==> config.mk <==
export PLATFORM = sky130hd
export DESIGN_NAME = freq_word_bank
export DESIGN_NICKNAME = d
export VERILOG_FILES = /design/src/rtl/fwb_pkg.sv /design/src/rtl/fwb_edge_det.sv /design/src/rtl/fwb_field_map.sv /design/src/rtl/fwb_src_mux.sv /design/src/rtl/freq_word_bank.sv
export SDC_FILE = /design/constraint.sdc
export NUM_CORES = 1
export LEC_CHECK = 0
export ABC_AREA = 0
export CAP_MARGIN = 20
export CORE_ASPECT_RATIO = 2
export CORE_UTILIZATION = 37
export DETAILED_ROUTE_END_ITERATION = 10
export PLACE_DENSITY_LB_ADDON = 0.25
export SLEW_MARGIN = 10
export SYNTH_ARGS = -nofsm -noshare
export SYNTH_HDL_FRONTEND = slang
export SYNTH_SLANG_ARGS = --single-unit
==> constraint.sdc <==
create_clock -name clk -period 2.1 [get_ports clk]
set_input_delay 0.42 -clock clk [delete_from_list [all_inputs] [get_ports clk]]
set_output_delay 0.42 -clock clk [all_outputs]
set_load 0.1 [all_outputs]
==> src/rtl/fwb_pkg.sv <==
package fwb_pkg;
    localparam int WORD_W  = 20;
    localparam int R_W     = 6;
    localparam int M_W     = 9;
    localparam int A_W     = 4;
    localparam int N_EDGE  = 4;

    // Bit positions that the counter decode depends on
    localparam int R_HI_LSB  = 0;   // two bits feeding r[5:4]
    localparam int M_HI_LSB  = 2;   // two bits feeding m[8:7]
    localparam int PB_POS    = 4;
    localparam int M_LO_LSB  = 5;   // seven bits feeding m[6:0]
    localparam int R_LO_LSB  = 12;  // four bits feeding r[3:0]
    localparam int A_LSB     = 16;  // four bits feeding a[3:0]

    typedef enum logic [1:0] {
        TGT_NONE = 2'b00,
        TGT_PRI  = 2'b01,
        TGT_EE   = 2'b10,
        TGT_RSV  = 2'b11
    } shift_tgt_e;

    typedef enum logic [1:0] {
        SRC_PRI,
        SRC_SEC,
        SRC_EE,
        SRC_HOLD
    } word_src_e;

    typedef struct packed {
        logic [WORD_W-1:0] pri;
        logic [WORD_W-1:0] sec;
        logic [WORD_W-1:0] ee;
        logic [WORD_W-1:0] shadow;
        logic [WORD_W-1:0] held;
        logic              ee_dirty;
    } bank_t;
endpackage

==> src/rtl/fwb_edge_det.sv <==
module fwb_edge_det #(
    parameter int N = 4
) (
    input  logic         clk,
    input  logic         rst_n,
    input  logic [N-1:0] sig,
    output logic [N-1:0] rise,
    output logic [N-1:0] fall
);
    logic [N-1:0] prev_d, prev_q;

    always_comb begin
        prev_d = sig;
    end

    always_ff @(posedge clk) begin
        if (!rst_n) prev_q <= '0;
        else        prev_q <= prev_d;
    end

    for (genvar i = 0; i < N; i++) begin : g_edge
        assign rise[i] =  sig[i] & ~prev_q[i];
        assign fall[i] = ~sig[i] &  prev_q[i];
    end
endmodule

==> src/rtl/fwb_field_map.sv <==
module fwb_field_map
    import fwb_pkg::*;
(
    input  logic [WORD_W-1:0] word,
    output logic [R_W-1:0]    r_fld,
    output logic [M_W-1:0]    m_fld,
    output logic [A_W-1:0]    a_fld,
    output logic              pb
);
    // Lower word bit feeds the more significant field bit in every group
    for (genvar k = 0; k < 2; k++) begin : g_r_hi
        assign r_fld[R_W-1-k] = word[R_HI_LSB+k];
    end
    for (genvar k = 0; k < R_W-2; k++) begin : g_r_lo
        assign r_fld[R_W-3-k] = word[R_LO_LSB+k];
    end
    for (genvar k = 0; k < 2; k++) begin : g_m_hi
        assign m_fld[M_W-1-k] = word[M_HI_LSB+k];
    end
    for (genvar k = 0; k < M_W-2; k++) begin : g_m_lo
        assign m_fld[M_W-3-k] = word[M_LO_LSB+k];
    end
    for (genvar k = 0; k < A_W; k++) begin : g_a
        assign a_fld[A_W-1-k] = word[A_LSB+k];
    end
    assign pb = word[PB_POS];
endmodule

==> src/rtl/fwb_src_mux.sv <==
module fwb_src_mux
    import fwb_pkg::*;
(
    input  word_src_e         src,
    input  logic [WORD_W-1:0] pri,
    input  logic [WORD_W-1:0] sec,
    input  logic [WORD_W-1:0] ee,
    input  logic [WORD_W-1:0] shadow,
    input  logic              ee_dirty,
    input  logic [WORD_W-1:0] held,
    output logic [WORD_W-1:0] word
);
    always_comb begin
        unique case (src)
            SRC_PRI:  word = pri;
            SRC_SEC:  word = sec;
            SRC_EE:   word = ee_dirty ? shadow : ee;
            default:  word = held;
        endcase
    end
endmodule

==> src/rtl/freq_word_bank.sv <==
module freq_word_bank
    import fwb_pkg::*;
(
    input  logic              clk,
    input  logic              rst_n,
    input  logic              ser_clk,
    input  logic              ser_data,
    input  logic              ser_en,
    input  logic [1:0]        ser_addr,
    input  logic              copy_strobe,
    input  logic              ee_sel,
    input  logic              ee_load,
    input  logic              freq_sel,
    input  logic              readout_en,
    input  logic [WORD_W-1:0] store_rdata,
    output logic [WORD_W-1:0] store_wdata,
    output logic              ser_dout,
    output logic [WORD_W-1:0] word_out,
    output logic [R_W-1:0]    r_div,
    output logic [M_W-1:0]    m_div,
    output logic [A_W-1:0]    a_div,
    output logic              pscl_bypass
);
    localparam int E_SCLK = 0;
    localparam int E_COPY = 1;
    localparam int E_SEL  = 2;
    localparam int E_LOAD = 3;

    bank_t             st_d, st_q;
    logic [N_EDGE-1:0] edge_in, rise, fall;
    word_src_e         src;
    shift_tgt_e        tgt;
    logic              sclk_rise, store_copy, pri_shift, ee_shift;
    logic [WORD_W-1:0] sel_word;
    logic [WORD_W-1:0] pri_word, sec_word, ee_word;

    assign edge_in = {ee_load, ee_sel, copy_strobe, ser_clk};

    fwb_edge_det #(.N(N_EDGE)) u_edge (
        .clk   (clk),
        .rst_n (rst_n),
        .sig   (edge_in),
        .rise  (rise),
        .fall  (fall)
    );

    always_comb begin
        tgt        = shift_tgt_e'(ser_addr);
        sclk_rise  = rise[E_SCLK];
        pri_shift  = sclk_rise && ser_en && (tgt == TGT_PRI);
        ee_shift   = sclk_rise && ((ser_en && (tgt == TGT_EE)) || readout_en);
        store_copy = (rise[E_SEL] && !ee_load) || (fall[E_LOAD] && ee_sel);

        if (ee_load)       src = SRC_HOLD;
        else if (ee_sel)   src = SRC_EE;
        else if (freq_sel) src = SRC_PRI;
        else               src = SRC_SEC;
    end

    fwb_src_mux u_mux (
        .src      (src),
        .pri      (st_q.pri),
        .sec      (st_q.sec),
        .ee       (st_q.ee),
        .shadow   (st_q.shadow),
        .ee_dirty (st_q.ee_dirty),
        .held     (st_q.held),
        .word     (sel_word)
    );

    always_comb begin
        st_d = st_q;
        if (pri_shift)
            st_d.pri = {ser_data, st_q.pri[WORD_W-1:1]};
        if (rise[E_COPY])
            st_d.sec = st_q.pri;
        if (store_copy) begin
            st_d.ee       = store_rdata;
            st_d.shadow   = store_rdata;
            st_d.ee_dirty = 1'b0;
        end else if (ee_shift) begin
            st_d.ee       = {ser_data, st_q.ee[WORD_W-1:1]};
            st_d.ee_dirty = 1'b1;
        end
        st_d.held = sel_word;
    end

    always_ff @(posedge clk) begin
        if (!rst_n) st_q <= '0;
        else        st_q <= st_d;
    end

    assign pri_word    = st_q.pri;
    assign sec_word    = st_q.sec;
    assign ee_word     = st_q.ee;
    assign word_out    = sel_word;
    assign store_wdata = st_q.ee;
    assign ser_dout    = readout_en ? st_q.ee[0] : 1'b0;

    fwb_field_map u_fields (
        .word  (sel_word),
        .r_fld (r_div),
        .m_fld (m_div),
        .a_fld (a_div),
        .pb    (pscl_bypass)
    );
endmodule

==> flow_summary.toml <==
[critical_path]
criticalPathCategory = "reg -> out"
crit_chain = "buf_6 > mux2i_2 > mux2_4 > o21ai_2 > buf_6 > buf_12"
rrSetupSlack_ns = 0.26
critPathMaxStageDelay_ns = 0.38
crit_path_end_kind = "primary output"
rr_worst_depth = 5
cp_common_cell = "buf_6"
worstPathMaxFanout = 5
required_ns = 1.68
cpMaxStageDelayCell = "dfxtp_4"
reg2reg_to = "pri_word[7]"
r2r_start = "u_edge.prev_q[0]"
start_kind = "flop"
cp.arrival_ns = 1.78

[clock_tree]
clock_latency_ns = 0.36
cts_tree = "built"
cts_root_buffer = "clkbuf_16"
cts-hold-fix-buffers = 0
cts_buffers = 9
cts.sinks = 105
cts.clk_slew.worst_paths_ns = 0.07
clockBufferDepth = 2
htree_num_levels = 3

[drt]
drt_iter0_drc = 344
first_pass_iters = 5
vias = 5415
via_per_inst = 5.92
ant_nets = 0
routed_wl_um = 17200
routedWlPerCell_um = 18.7
remaining_drc_errors = 0

[layout]
drive_above_1_share_pct = 26.9
finalInstanceArea_um2 = 7760
final_util_pct = 50.7
num-fill-cells = 1369
syn2layout_area_growth_pct = 34.1
layout.nets = 744
n_antenna_cell = 0

[synth]
ys_warn_count = 0
synth-seq-cells = 105
synth-edff-count = 0
seq_area_frac_synth_pct = 36.3
synth_ff_type = "dfxtp_1"
avgSynthCellArea_um2 = 8.56
synth_fp_nets = 708
synth.distinct_cells = 34
syn-instance-count = 676
async_flop_share_pct = 0
synth_area_um2 = 5790

[hold_path]
min_to = "sec_word[0]"
hp-class = "reg -> reg"
hold_depth = 2
min_from = "sec_word[0]"

[global_route]
grt_usage_pct = 20.7
antenna_found_initial = 0
overflow = 0
grt_pass1_vias = 5112
grt_max_degree = 51
grt_pass1_wl_um = 26700
met1_usage_pct = 24.1
grt_use_met2_pct = 35.9
grtUsageMet3_pct = 2.54
grt.busiest_layer = "met2"

[timing]
period_share_pct = 105
hold_violations = 0
slew_headroom_pct = 56.1
skew_ns = 0.0130
tightest_slew_ns = 0.657
rsz0062_at_grt = "yes"
setup_slack_ns = -0.104
setup_viol = 40
drv_slew = 0
max_freq_mhz = 454
final.min_clock_period_ns = 2.20

[place]
dpl_cell_area_um2 = 7080
gp_congestion = 0.809
port_buffers = 92
hpwl_um = 11000

[flow_run]
maxCapViolCount = 0

[floorplanning]
ioPinCount = 93
die_h_um = 179
die_width_um = 90.4
core_area_um2 = 15300
die_area_um2 = 16200
rows = 64
initial_utilization_pct = 37.8

[status]
violations = "negative setup slack"
status = "finished with violations"

[power]
power_density_nw_per_um2 = 722
leakagePower_uw = 0.00281
peakVddDrop_mv = 0.435
[power by group]
| part | internal [uW] | switching, uW | leakage, uW | total [uW] |
|---|---|---|---|---|
| Combinational | 536 | 974 | 0.00179 | 1510 |
| Clock | 1180 | 787 | 0.000168 | 1970 |
| Sequential | 2060 | 69.7 | 0.000854 | 2130 |
[area by class of cell]
cell class	count	area [um^2]	share of cell area, %
Sequential cell	105	2110	27.1
Inverter	3	11.3	0.145
Clock inverter	7	126	1.63
Clock buffer	9	225	2.90
Tap cell	198	248	3.19
Timing Repair Buffer	154	1990	25.7
Multi-Input combinational cell	439	3050	39.3
[registers in the layout (all words and copies together) (netlist names)]
name,flops
st_q,41
pri_word,20
u_edge.prev_q,4
store_wdata,20
sec_word,20
[per-stage QoR]
step           cells  hold slack [ns]  power [uW]  TNS (ns)  setup slack, ns
4_1_cts          913            0.459        5600     -2.96          -0.0927
2_1_floorplan    676            0.433        3190    -0.139           -0.139
5_1_grt          915            0.469        5770     -4.39           -0.134
3_5_place_dp     892            0.449        3590    -13.90           -0.391
3_3_place_gp     892            0.441        3570    -14.04           -0.382
6_report         915            0.455        5600     -2.57           -0.104
[cell usage in the layout, fill, tap and decap left out, types with 10 or more instances in the layout]
master,instances
buf_4,53
o21ai_0,37
clkdlybuf4s50_1,28
nand4b_1,20
clkbuf_16,10
nand2_1,60
nor3_1,20
buf_6,15
nand3_1,60
o21ai_1,10
mux2i_1,35
a311oi_1,20
o22ai_1,19
buf_12,51
and4b_1,16
mux2_4,20
dfxtp_1,104
a21oi_1,61
a221oi_1,16
o21ai_2,10
[worst max path at each step]
stage,startpoint,endpoint,cells after the start
after floorplan,st_q[0],word_out[4],6
after global placement,freq_sel,word_out[1],7
after detailed placement,freq_sel,r_div[2],7
after CTS,st_q[0],m_div[4],6
after global routing,st_q[0],word_out[6],6
final,st_q[0],word_out[8],6
[timing repair]
action / in CTS / in global routing
cloned: 4 / 1
buffers inserted: 1 / 1
pin swaps: 8 / 3
gates resized for setup: 70 / 14
setup endpoints to repair: 40 / 40
[metal layers]
layer	part of all wire [%]	routed length, um
met2	50	8660
met1	40	6880
met5	0	0
met4	4.2	718
met3	5.2	894
[synth_stat cells (2+ instances only)]
cell / instances / area (um^2)
dfxtp_1: 105 / 2100
buf_4: 66 / 495
a21oi_1: 61 / 305
nand2_1: 60 / 225
nand3_1: 60 / 300
o21ai_0: 52 / 260
mux2i_1: 40 / 400
clkbuf_1: 30 / 113
buf_2: 26 / 130
a311oi_1: 20 / 175
mux2_2: 20 / 225
nand4b_1: 20 / 175
nor3_1: 20 / 100
o22ai_1: 19 / 119
a221oi_1: 16 / 140
and4b_1: 16 / 160
o21ai_1: 8 / 40.0
and2_1: 5 / 31.3
nand2b_1: 5 / 31.3
a221oi_2: 4 / 60.1
and4b_2: 4 / 45.0
clkbuf_2: 4 / 20.0
buf_8: 2 / 30.0
inv_1: 2 / 7.51
nor2b_1: 2 / 12.5
[kinds of logic (layout without fill, tap and decap cells)]
logic type	after synthesis	count (layout)	synth area share [%]
and+or+nand+nor	197	197	19.6
AOI/OAI and AO/OA	182	182	19.4
buffers and inverters	132	173	13.9
DFF	105	105	36.3
muxes	60	60	10.8
[critical path: cells and delay by family, from the launching register on]
kind	cells	cell delay (ns)
DFF	1	0.38
muxes	2	0.46
AOI/OAI and AO/OA	1	0.15
buffers and inverters	3	0.44
No activity file was read; power rests on OpenSTA's default activity.
